File: src/rtl/cs_seq_pkg.sv
package cs_seq_pkg;

    localparam int FIELD_W = 8;

    typedef enum logic [2:0] {
        ST_IDLE,
        ST_SWITCH_GAP,
        ST_SETUP,
        ST_TRANSFER,
        ST_HOLD,
        ST_DESELECT
    } seq_state_e;

    // Bit order matches the configuration word: [31:24] down to [7:0]
    typedef struct packed {
        logic [FIELD_W-1:0] desel;
        logic [FIELD_W-1:0] gap;
        logic [FIELD_W-1:0] hold;
        logic [FIELD_W-1:0] setup;
    } dly_cfg_t;

    function automatic logic select_phase(seq_state_e s);
        return (s == ST_SETUP) || (s == ST_TRANSFER) || (s == ST_HOLD);
    endfunction

endpackage

File: src/rtl/cs_seq_counter.sv
module cs_seq_counter #(
    parameter int W = 8
) (
    input  logic         clk,
    input  logic         rst,
    input  logic         load,
    input  logic [W-1:0] load_val,
    output logic         zero
);
    logic [W-1:0] cnt_q;

    always_ff @(posedge clk) begin
        if (rst)
            cnt_q <= '0;
        else if (load)
            cnt_q <= load_val;
        else if (cnt_q != '0)
            cnt_q <= cnt_q - 1'b1;
    end

    assign zero = (cnt_q == '0);

    // an idle counter never wraps below zero
    a_r3_zero_holds: assert property (@(posedge clk) disable iff (rst)
        (!load && zero) |=> zero);

endmodule

File: src/rtl/cs_seq_cfg_latch.sv
module cs_seq_cfg_latch
    import cs_seq_pkg::*;
#(
    parameter int DIV_W = 8,
    parameter int CNT_W = 8
) (
    input  logic             clk,
    input  logic             rst,
    input  logic             capture,
    input  dly_cfg_t         cfg_in,
    input  logic [DIV_W-1:0] div_in,
    output dly_cfg_t         cfg_q,
    output logic [CNT_W-1:0] desel_len
);
    logic [DIV_W-1:0] div_q;
    logic [CNT_W-1:0] nss_w, div_w, larger;

    always_ff @(posedge clk) begin
        if (rst) begin
            cfg_q <= '0;
            div_q <= '0;
        end else if (capture) begin
            cfg_q <= cfg_in;
            div_q <= div_in;
        end
    end

    always_comb begin
        nss_w  = CNT_W'(cfg_q.desel);
        div_w  = CNT_W'(div_q);
        larger = (nss_w > div_w) ? nss_w : div_w;
        desel_len = (larger == '0) ? CNT_W'(1) : larger;
    end

endmodule

File: src/rtl/cs_seq_select.sv
module cs_seq_select #(
    parameter int NUM_CS = 4,
    parameter int TGT_W  = 2
) (
    input  logic              active,
    input  logic [TGT_W-1:0]  tgt,
    output logic [NUM_CS-1:0] cs_n
);
    for (genvar i = 0; i < NUM_CS; i++) begin : g_line
        assign cs_n[i] = !(active && (tgt == TGT_W'(i)));
    end
endmodule

File: src/rtl/cs_seq_ctrl.sv
module cs_seq_ctrl
    import cs_seq_pkg::*;
#(
    parameter int TGT_W = 2,
    parameter int CNT_W = 8
) (
    input  logic             clk,
    input  logic             rst,
    input  logic             req_valid,
    input  logic [TGT_W-1:0] req_target,
    input  logic             xfer_done,
    input  logic             txfifo_empty,
    input  dly_cfg_t         cfg_live,
    input  dly_cfg_t         cfg_q,
    input  logic [CNT_W-1:0] desel_len,
    input  logic             cnt_zero,
    output logic             cnt_load,
    output logic [CNT_W-1:0] cnt_val,
    output logic             capture,
    output logic [TGT_W-1:0] tgt_q,
    output logic             sel_active,
    output logic             shift_start,
    output logic             busy,
    output seq_state_e       state_o
);
    seq_state_e state_q, state_d;
    logic       has_prev_q;
    logic       switching;

    always_comb begin
        state_d     = state_q;
        cnt_load    = 1'b0;
        cnt_val     = '0;
        capture     = 1'b0;
        shift_start = 1'b0;
        switching   = has_prev_q && (req_target != tgt_q) && txfifo_empty
                      && (cfg_live.gap != '0);
        unique case (state_q)
            ST_IDLE: begin
                if (req_valid) begin
                    capture  = 1'b1;
                    cnt_load = 1'b1;
                    if (switching) begin
                        state_d = ST_SWITCH_GAP;
                        cnt_val = CNT_W'(cfg_live.gap) - 1'b1;
                    end else begin
                        state_d = ST_SETUP;
                        cnt_val = CNT_W'(cfg_live.setup);
                    end
                end
            end
            ST_SWITCH_GAP: begin
                if (cnt_zero) begin
                    state_d  = ST_SETUP;
                    cnt_load = 1'b1;
                    cnt_val  = CNT_W'(cfg_q.setup);
                end
            end
            ST_SETUP: begin
                if (cnt_zero) begin
                    state_d     = ST_TRANSFER;
                    shift_start = 1'b1;
                end
            end
            ST_TRANSFER: begin
                if (xfer_done) begin
                    cnt_load = 1'b1;
                    if (cfg_q.hold == '0) begin
                        state_d = ST_DESELECT;
                        cnt_val = desel_len - 1'b1;
                    end else begin
                        state_d = ST_HOLD;
                        cnt_val = CNT_W'(cfg_q.hold) - 1'b1;
                    end
                end
            end
            ST_HOLD: begin
                if (cnt_zero) begin
                    state_d  = ST_DESELECT;
                    cnt_load = 1'b1;
                    cnt_val  = desel_len - 1'b1;
                end
            end
            ST_DESELECT: begin
                if (cnt_zero)
                    state_d = ST_IDLE;
            end
            default: state_d = ST_IDLE;
        endcase
    end

    always_ff @(posedge clk) begin
        if (rst) begin
            state_q    <= ST_IDLE;
            tgt_q      <= '0;
            has_prev_q <= 1'b0;
        end else begin
            state_q <= state_d;
            if (capture) begin
                tgt_q      <= req_target;
                has_prev_q <= 1'b1;
            end
        end
    end

    assign sel_active = select_phase(state_q);
    assign busy       = (state_q != ST_IDLE);
    assign state_o    = state_q;

    // every sequence passes through the deselect phase before idle
    a_r5_deselect_before_idle: assert property (@(posedge clk) disable iff (rst)
        (state_q != ST_IDLE && state_q != ST_DESELECT) |=> (state_q != ST_IDLE));

endmodule

File: src/rtl/spi_cs_sequencer.sv
module spi_cs_sequencer
    import cs_seq_pkg::*;
#(
    parameter int NUM_CS = 4,
    parameter int DIV_W  = 8
) (
    input  logic                      clk,
    input  logic                      rst,
    input  logic                      req_valid,
    input  logic [$clog2(NUM_CS)-1:0] req_target,
    input  logic                      xfer_done,
    input  logic                      txfifo_empty,
    input  logic [DIV_W-1:0]          sclk_div,
    input  logic [31:0]               dly_cfg,
    output logic [NUM_CS-1:0]         cs_n,
    output logic                      shift_start,
    output logic                      busy
);
    localparam int TGT_W = $clog2(NUM_CS);
    localparam int CNT_W = (DIV_W > FIELD_W) ? DIV_W : FIELD_W;

    dly_cfg_t         cfg_live, cfg_q;
    logic [CNT_W-1:0] desel_len, cnt_val;
    logic             cnt_load, cnt_zero, capture, sel_active;
    logic [TGT_W-1:0] tgt_q;
    seq_state_e       state;

    assign cfg_live = dly_cfg_t'(dly_cfg);

    cs_seq_cfg_latch #(.DIV_W(DIV_W), .CNT_W(CNT_W)) u_cfg (
        .clk(clk), .rst(rst), .capture(capture), .cfg_in(cfg_live),
        .div_in(sclk_div), .cfg_q(cfg_q), .desel_len(desel_len)
    );

    cs_seq_counter #(.W(CNT_W)) u_cnt (
        .clk(clk), .rst(rst), .load(cnt_load), .load_val(cnt_val), .zero(cnt_zero)
    );

    cs_seq_ctrl #(.TGT_W(TGT_W), .CNT_W(CNT_W)) u_ctrl (
        .clk(clk), .rst(rst), .req_valid(req_valid), .req_target(req_target),
        .xfer_done(xfer_done), .txfifo_empty(txfifo_empty), .cfg_live(cfg_live),
        .cfg_q(cfg_q), .desel_len(desel_len), .cnt_zero(cnt_zero),
        .cnt_load(cnt_load), .cnt_val(cnt_val), .capture(capture), .tgt_q(tgt_q),
        .sel_active(sel_active), .shift_start(shift_start), .busy(busy),
        .state_o(state)
    );

    cs_seq_select #(.NUM_CS(NUM_CS), .TGT_W(TGT_W)) u_sel (
        .active(sel_active), .tgt(tgt_q), .cs_n(cs_n)
    );

    // never more than one select low
    a_r2_one_low: assert property (@(posedge clk) disable iff (rst)
        $countones(~cs_n) <= 1);

    // start strobe only while a target is selected
    a_r9_start_needs_cs: assert property (@(posedge clk) disable iff (rst)
        shift_start |-> (cs_n != '1));

    // a low select implies the sequencer is busy
    a_r8_cs_implies_busy: assert property (@(posedge clk) disable iff (rst)
        (cs_n != '1) |-> busy);

    // selects stay high throughout the switch gap
    a_r6_gap_selects_high: assert property (@(posedge clk) disable iff (rst)
        (state == ST_SWITCH_GAP) |-> (cs_n == '1));

endmodule

File: config.mk
export PLATFORM = sky130hd
export DESIGN_NAME = spi_cs_sequencer
export DESIGN_NICKNAME = d
export VERILOG_FILES = /design/src/rtl/cs_seq_pkg.sv /design/src/rtl/cs_seq_counter.sv /design/src/rtl/cs_seq_cfg_latch.sv /design/src/rtl/cs_seq_select.sv /design/src/rtl/cs_seq_ctrl.sv /design/src/rtl/spi_cs_sequencer.sv
export SDC_FILE = /design/constraint.sdc
export NUM_CORES = 1
export LEC_CHECK = 0
export BUFFER_PORTS_ARGS = -buffer_cell sky130_fd_sc_hd__clkbuf_2
export CORE_MARGIN = 1
export CORE_UTILIZATION = 59
export CTS_BUF_LIST = sky130_fd_sc_hd__clkbuf_2
export DETAILED_ROUTE_END_ITERATION = 16
export PLACE_DENSITY = 0.83
export SLEW_MARGIN = 20
export SYNTH_ARGS = -nofsm -noshare
export SYNTH_HDL_FRONTEND = slang
export SYNTH_SLANG_ARGS = --single-unit
File: constraint.sdc
create_clock -name clk -period 3.63 [get_ports clk]
set_input_delay 0.1815 -clock clk [delete_from_list [all_inputs] [get_ports clk]]
set_output_delay 0.1815 -clock clk [all_outputs]
set_load 0.02 [all_outputs]
; ---- Word-level counts from Yosys, hierarchy flattened
; Index checks and enable logic that the tools add are counted.
[classes]
add_sub_neg = 4
order_cmp = 1
eq_ne = 15
muxes = 26
reduce_logical = 24
[ops]
columns = cell, count
row1 = $mux W8, 10
row2 = $pmux W8 S4, 1
row3 = $sub A8 B1 Y8 const B, 4
row4 = $logic_not A8 Y1, 3
row5 = $mux W3, 6
row6 = $pmux W3 S6, 1
row7 = $reduce_bool A8 Y1, 2
row8 = $ne A2 B2 Y1 const B, 6
row9 = $gt A8 B8 Y1, 1
row10 = $logic_and A1 B1 Y1, 7
row11 = $eq A3 B2 Y1 const B, 2
row12 = $eq A3 B3 Y1 const B, 2
row13 = $mux W1, 6
row14 = $reduce_and A6 Y1, 1
row15 = $eq A2 B2 Y1 const B, 2
row16 = $logic_not A1 Y1, 4
row17 = $eq A3 B1 Y1 const B, 1
row18 = $logic_not A3 Y1, 1
row19 = $pmux W1 S3, 1
row20 = $reduce_bool A3 Y1, 1
row21 = $eq A2 B1 Y1 const B, 1
row22 = $logic_not A2 Y1, 1
row23 = $logic_or A1 B1 Y1, 2
row24 = $mux W2, 1
row25 = 3 further kinds, 3
[totals]
ff_bits = 46
in_bits = 47
word_cells = 78

; ---- Longest topological paths before layout
[depth]
word_depth = 9
mapped_depth = 15
ltp_nobuf = 15

; ---- Modules after synthesis
; Synthesis repeated with hierarchy kept, for this count alone.
[hier_totals]
hier_cells = 384
area_unflattened_um2 = 3344.5
[modules_own_cells]
columns = module, instances, cells_each, area_each_um2, seq_area_each_um2
row1 = cs_seq_cfg_latch, 1, 169, 1724.2, 800.8
row2 = cs_seq_ctrl, 1, 158, 1116.1, 120.1
row3 = cs_seq_counter, 1, 53, 475.5, 160.2
row4 = cs_seq_select, 1, 4, 28.8, 0.0

; ---- Worst setup path before layout
; OpenSTA, ideal clock, no wires.
[synth_path]
path_kind = reg2reg
start = register u_cfg.div_q[1]
end = register u_cnt.cnt_q[6]
setup_time_ns = 0.120
arrival_ns = 2.694
path_slack_ns = 0.817
path_stages_with_launch = 14
n_path_buf = 0
cell_sequence = dfxtp_1 > inv_1 > ha_1 > nor2b_1 > o211ai_1 > a21oi_1 > o22ai_2 > mux2i_1 > ha_1 > nand3_1 > nor3_1 > xnor2_1 > a221oi_1 > o31a_1
[synth_between]
elab_chain_len = 9
word_cells_on_any_way = 10
cone_classes = add/sub: 1 / order compare: 1 / mux: 7 / reduce/logical: 1
[synth_rtl]
columns = item, line
row1 = start: declaration, cs_seq_cfg_latch.sv:15  ; logic [DIV_W-1:0] div_q;
row2 = start signal: assignment, cs_seq_cfg_latch.sv:24  ; div_q <= div_in;
row3 = $gt A8 B8 Y1, cs_seq_cfg_latch.sv:31  ; larger = (nss_w > div_w) ? nss_w : div_w;
row4 = $mux W8 *, cs_seq_cfg_latch.sv:31
row5 = $logic_not A8 Y1, cs_seq_cfg_latch.sv:32  ; desel_len = (larger == '0) ? CNT_W'(1) : larger;
row6 = $mux W8 *, cs_seq_cfg_latch.sv:32
row7 = $sub A8 B1 Y8 *, "cs_seq_ctrl.sv:70, cs_seq_ctrl.sv:81"
row8 = $mux W8, cs_seq_ctrl.sv:68  ; if (cfg_q.hold == '0) begin
row9 = $mux W8, cs_seq_ctrl.sv:66  ; if (xfer_done) begin
row10 = $pmux W8 S4 *, cs_seq_ctrl.sv:38  ; unique case (state_q)
row11 = $mux W8 *, cs_seq_counter.sv:15  ; else if (load)
row12 = end signal: assignment, cs_seq_counter.sv:16  ; cnt_q <= load_val;
row13 = end signal: assignment, cs_seq_counter.sv:18  ; cnt_q <= cnt_q - 1'b1;
row14 = end: declaration, cs_seq_counter.sv:10  ; logic [W-1:0] cnt_q;
; Mark *: on every way between the ends. The rest lies on a longest branch, timed or not.
; A chain may end at the register's enable or synchronous reset.

; ---- Final worst setup path
[layout_path]
start = register u_cfg.div_q[1]
end = register u_cnt.cnt_q[4]
; The elaborated chain is that of the path after synthesis.

==> summary.txt <==
Run status
  – Status: completed

Critical path
  – Worst EP arrival: 3.63 ns
  – FF-to-FF End: u_cnt.cnt_q[4]
  – Setup crit end kind: flop
  – Critical-path cell list: inv_1 > ha_1 > nor2b_1 > o211ai_1 > a21oi_1 > o22ai_2 > mux2i_1 > inv_1 > ha_1 > nand2_1 > xnor2_1 > nor2_1 > a221o_1 > a221oi_2
  – Cells on worst reg2reg path: 14
  – Slowest cell on the critical path: dfxtp_1
  – CP Max Fanout: 10
  – WP data required: 4.01 ns
  – Reg-to-reg slack, setup: 0.38 ns
  – Critical Path Source Type: flop
  – FF-to-FF Start: u_cfg.div_q[1]
  – Crit path kind: flop to flop
  – Crit path largest cell delay: 0.44 ns

Hold path
  – HP Start: xfer_done
  – Hold endpoint: u_ctrl.state_o[1]
  – Min-Delay Path Class: primary input to flop
  – Worst hold stages: 4

Route
  – Max layer used: met4
  – Met3 WL post-DR: 632 um
  – Final ANT Viol Nets: 0
  – Via density: 5.89
  – Met2 Wirelength: 4280 um
  – Drc violations: 0
  – WL met1: 3940 um
  – Drt initial violations: 259
  – WL per Instance: 15.4 um
  – Final WL: 9070 um
  – Drt pass-1 iters: 4
  – Via count: 3463

Final layout
  – Register Area: 921 um2
  – Area grow syn2layout: 20.8%
  – Non-Filler Instances: 588
  – Multi-input logic area: 0.00212 mm2
  – Fillers: 409
  – # diodes: 0
  – Ratio of cells with drive above 1 in the final layout: 15.4%
  – Layout Nets: 578

Global route
  – Global Route Usage Sum: 32.7%
  – First-pass GRT wire length: 15200 um
  – Vias in the first global route: 3285
  – Initial antenna violation count: 0
  – Pin count of the biggest net entering global routing: 47
  – Grt total ovfl: 0

Timing
  – Worst-margin pin slew: 0.967 ns
  – Tcrit/Tclk final: 89.7%
  – Period minus WS final: 3.25 ns
  – Final hold violations: 0
  – Final Slew Violations: 0
  – Fmax: 307 MHz
  – Max-slew headroom: 35.6%
  – RSZ-0062 raised after global routing: false
  – Setup TNS: 0 ns
  – Final setup fails: 0
  – Clock skew: 0.0194 ns

Clocking
  – Htree depth: 2
  – Clk Latency, worst-skew pair: 0.46 ns
  – # resized after CTS: 0
  – CTS tree: yes
  – Clock Tree Root: clkbuf_2
  – Clock slew at reported path FFs: 0.27 ns
  – Hold buffers post-CTS: 34
  – Setup Buffers After CTS: 0
  – Largest buffer count on any clock path: 2
  – Inserted Clock Buffers: 5
  – # clock sinks: 46

Placement
  – I/O Buffers: 52
  – Routability cong.: 0.935
  – Detailed placer's ending HPWL: 6230 um
  – Placed cells: 546

Flow run
  – Max-cap violations: 0

Synthesis
  – Sequential fraction of the synthesis area: 28.5%
  – Post-synthesis cell count: 444
  – FFs w/ async S/R, synth: 0%
  – Largest area contributor in the netlist: dfxtp_1
  – Top post-synthesis cells by area: dfxtp_1 (29%), nand2_1 (11%), a21oi_1 (10%)
  – Synth Flop Type: dfxtp_1
  – Top-count cell post-synth: nand2_1
  – Post-synth EDFFs: 0
  – Average size of a mapped cell: 7.28 um2
  – Number of distinct library cells after synthesis: 59
  – Most frequent cells after synthesis: nand2_1 (94), a21oi_1 (65), dfxtp_1 (46)
  – Syn_nets: 505
  – Ys Warns: 0
  – Synth Register Bits: 46
  – Synth top area share: 28.5%
  – Post-Syn Area: 0.00323 mm2

Power
  – Power per cell area: 693 mW/mm2
  – Peak supply drop: 368 uV
  – Leak: 1.61 nW

Die
  – Die area: 0.00578 mm2
  – Starting density of the core: 62.1%
  – Die H: 76.0 um
  – Num ports: 53
  – Die X: 76.0 um
  – Core Region: 0.00520 mm2
  – Site Rows: 26
[routing by layer]
metal | vias to the layer above | global-route usage (%)
met5 | - | 0
met4 | 0 | 11.9
met3 | 24 | 5.87
met2 | 153 | 55.5
met1 | 1575 | 41.6
li1 | 1711 | -
[worst max path at each step]
| stage | startpoint | to | slack (ns) | depth (start not counted) |
|---|---|---|---|---|
| 6_report | u_cfg.div_q[1] | u_cnt.cnt_q[4] | 0.38 | 14 |
| 3_5_place_dp | u_cfg.div_q[1] | u_cnt.cnt_q[4] | 0.47 | 14 |
| 3_3_place_gp | u_cfg.div_q[1] | u_cnt.cnt_q[6] | 0.63 | 13 |
| 2_1_floorplan | u_cfg.div_q[1] | u_cnt.cnt_q[6] | 0.82 | 13 |
| 4_1_cts | u_cfg.div_q[1] | u_cnt.cnt_q[4] | 0.41 | 14 |
| 5_1_grt | u_cfg.div_q[1] | u_cnt.cnt_q[4] | 0.08 | 14 |
[report_power, final]
| part | total, mW | switching (mW) | leakage [nW] | internal, mW |
|---|---|---|---|---|
| Sequential | 0.804 | 0.177 | 0.378 | 0.627 |
| Clock | 0.307 | 0.191 | 0.0352 | 0.115 |
| Combinational | 1.59 | 0.933 | 1.20 | 0.661 |
| Total | 2.70 | 1.30 | 1.61 | 1.40 |
[critical path: cells and delay by family, from the launching register on]
kind	cells	cell delay (ns)
xor+xnor	1	0.12
mux	1	0.29
buf+inv	2	0.15
flops	1	0.44
compound gates	5	1.32
fa+ha+maj	2	0.53
simple gates	3	0.31
[registers in the layout, indices dropped and copies added (netlist names)]
register and cells:
u_cfg.cfg_q 16, u_cfg.div_q 8, u_cfg.nss_w 8, u_cnt.cnt_q 8, u_ctrl.has_prev_q 1, u_ctrl.state_o 3
u_ctrl.tgt_q 2
[cell families (layout without fill, tap and decap cells)]
logic type                 count (synthesis)  in the layout  synth area share (%)
DFF                                       46             46                  28.5
AOI/OAI and AO/OA                        129            129                  25.7
adders and majority gates                 14             14                  5.42
muxes                                     11             11                  3.56
and+or+nand+nor                          185            185                  26.8
buffers and inverters                     44            118                  5.96
xor gates and xnor gates                  15             15                  4.07
[cell type report]
class,count,area share (%)
multi-input combinational,354,54.3
clock buffer,5,0.641
timing repair buffer,90,16.2
inverter,20,1.92
sequential,46,23.6
clock inverter,3,1.15
tap,70,2.24
[stage by stage]
| stage | power [mW] | cell area [um2] | util [%] | setup WS, ns | hold WS [ns] |
|---|---|---|---|---|---|
| floorplan | 2.02 | 3230 | - | 0.817 | 0.317 |
| global placement | 2.29 | 3490 | 67.1 | 0.634 | 0.405 |
| detailed placement | 2.34 | 3490 | 67.1 | 0.469 | 0.409 |
| CTS | 2.67 | 3900 | 75.0 | 0.408 | 0.0664 |
| global route | 2.93 | 3900 | 75.0 | 0.0833 | 0.107 |
| finish | 2.70 | 3900 | 75.0 | 0.376 | 0.0685 |
[cells in the final DEF (no fill, tap or decap), types with 6 or more instances in the layout]
cell type	Yosys	final
nand3_1	8	8
ha_1	14	14
dfxtp_1	46	46
o31ai_1	6	6
a21oi_1	65	65
nand2b_1	8	8
clkbuf_2	0	57
xnor2_1	12	12
a31oi_1	6	6
nand2_1	94	94
inv_1	20	20
nor2_1	30	29
dlygate4sd3_1	0	34
nor4_1	6	6
o21ai_0	10	10
a211oi_1	9	9
mux2i_1	9	9
nor3_1	13	13
(Power assumes the default switching activity.)
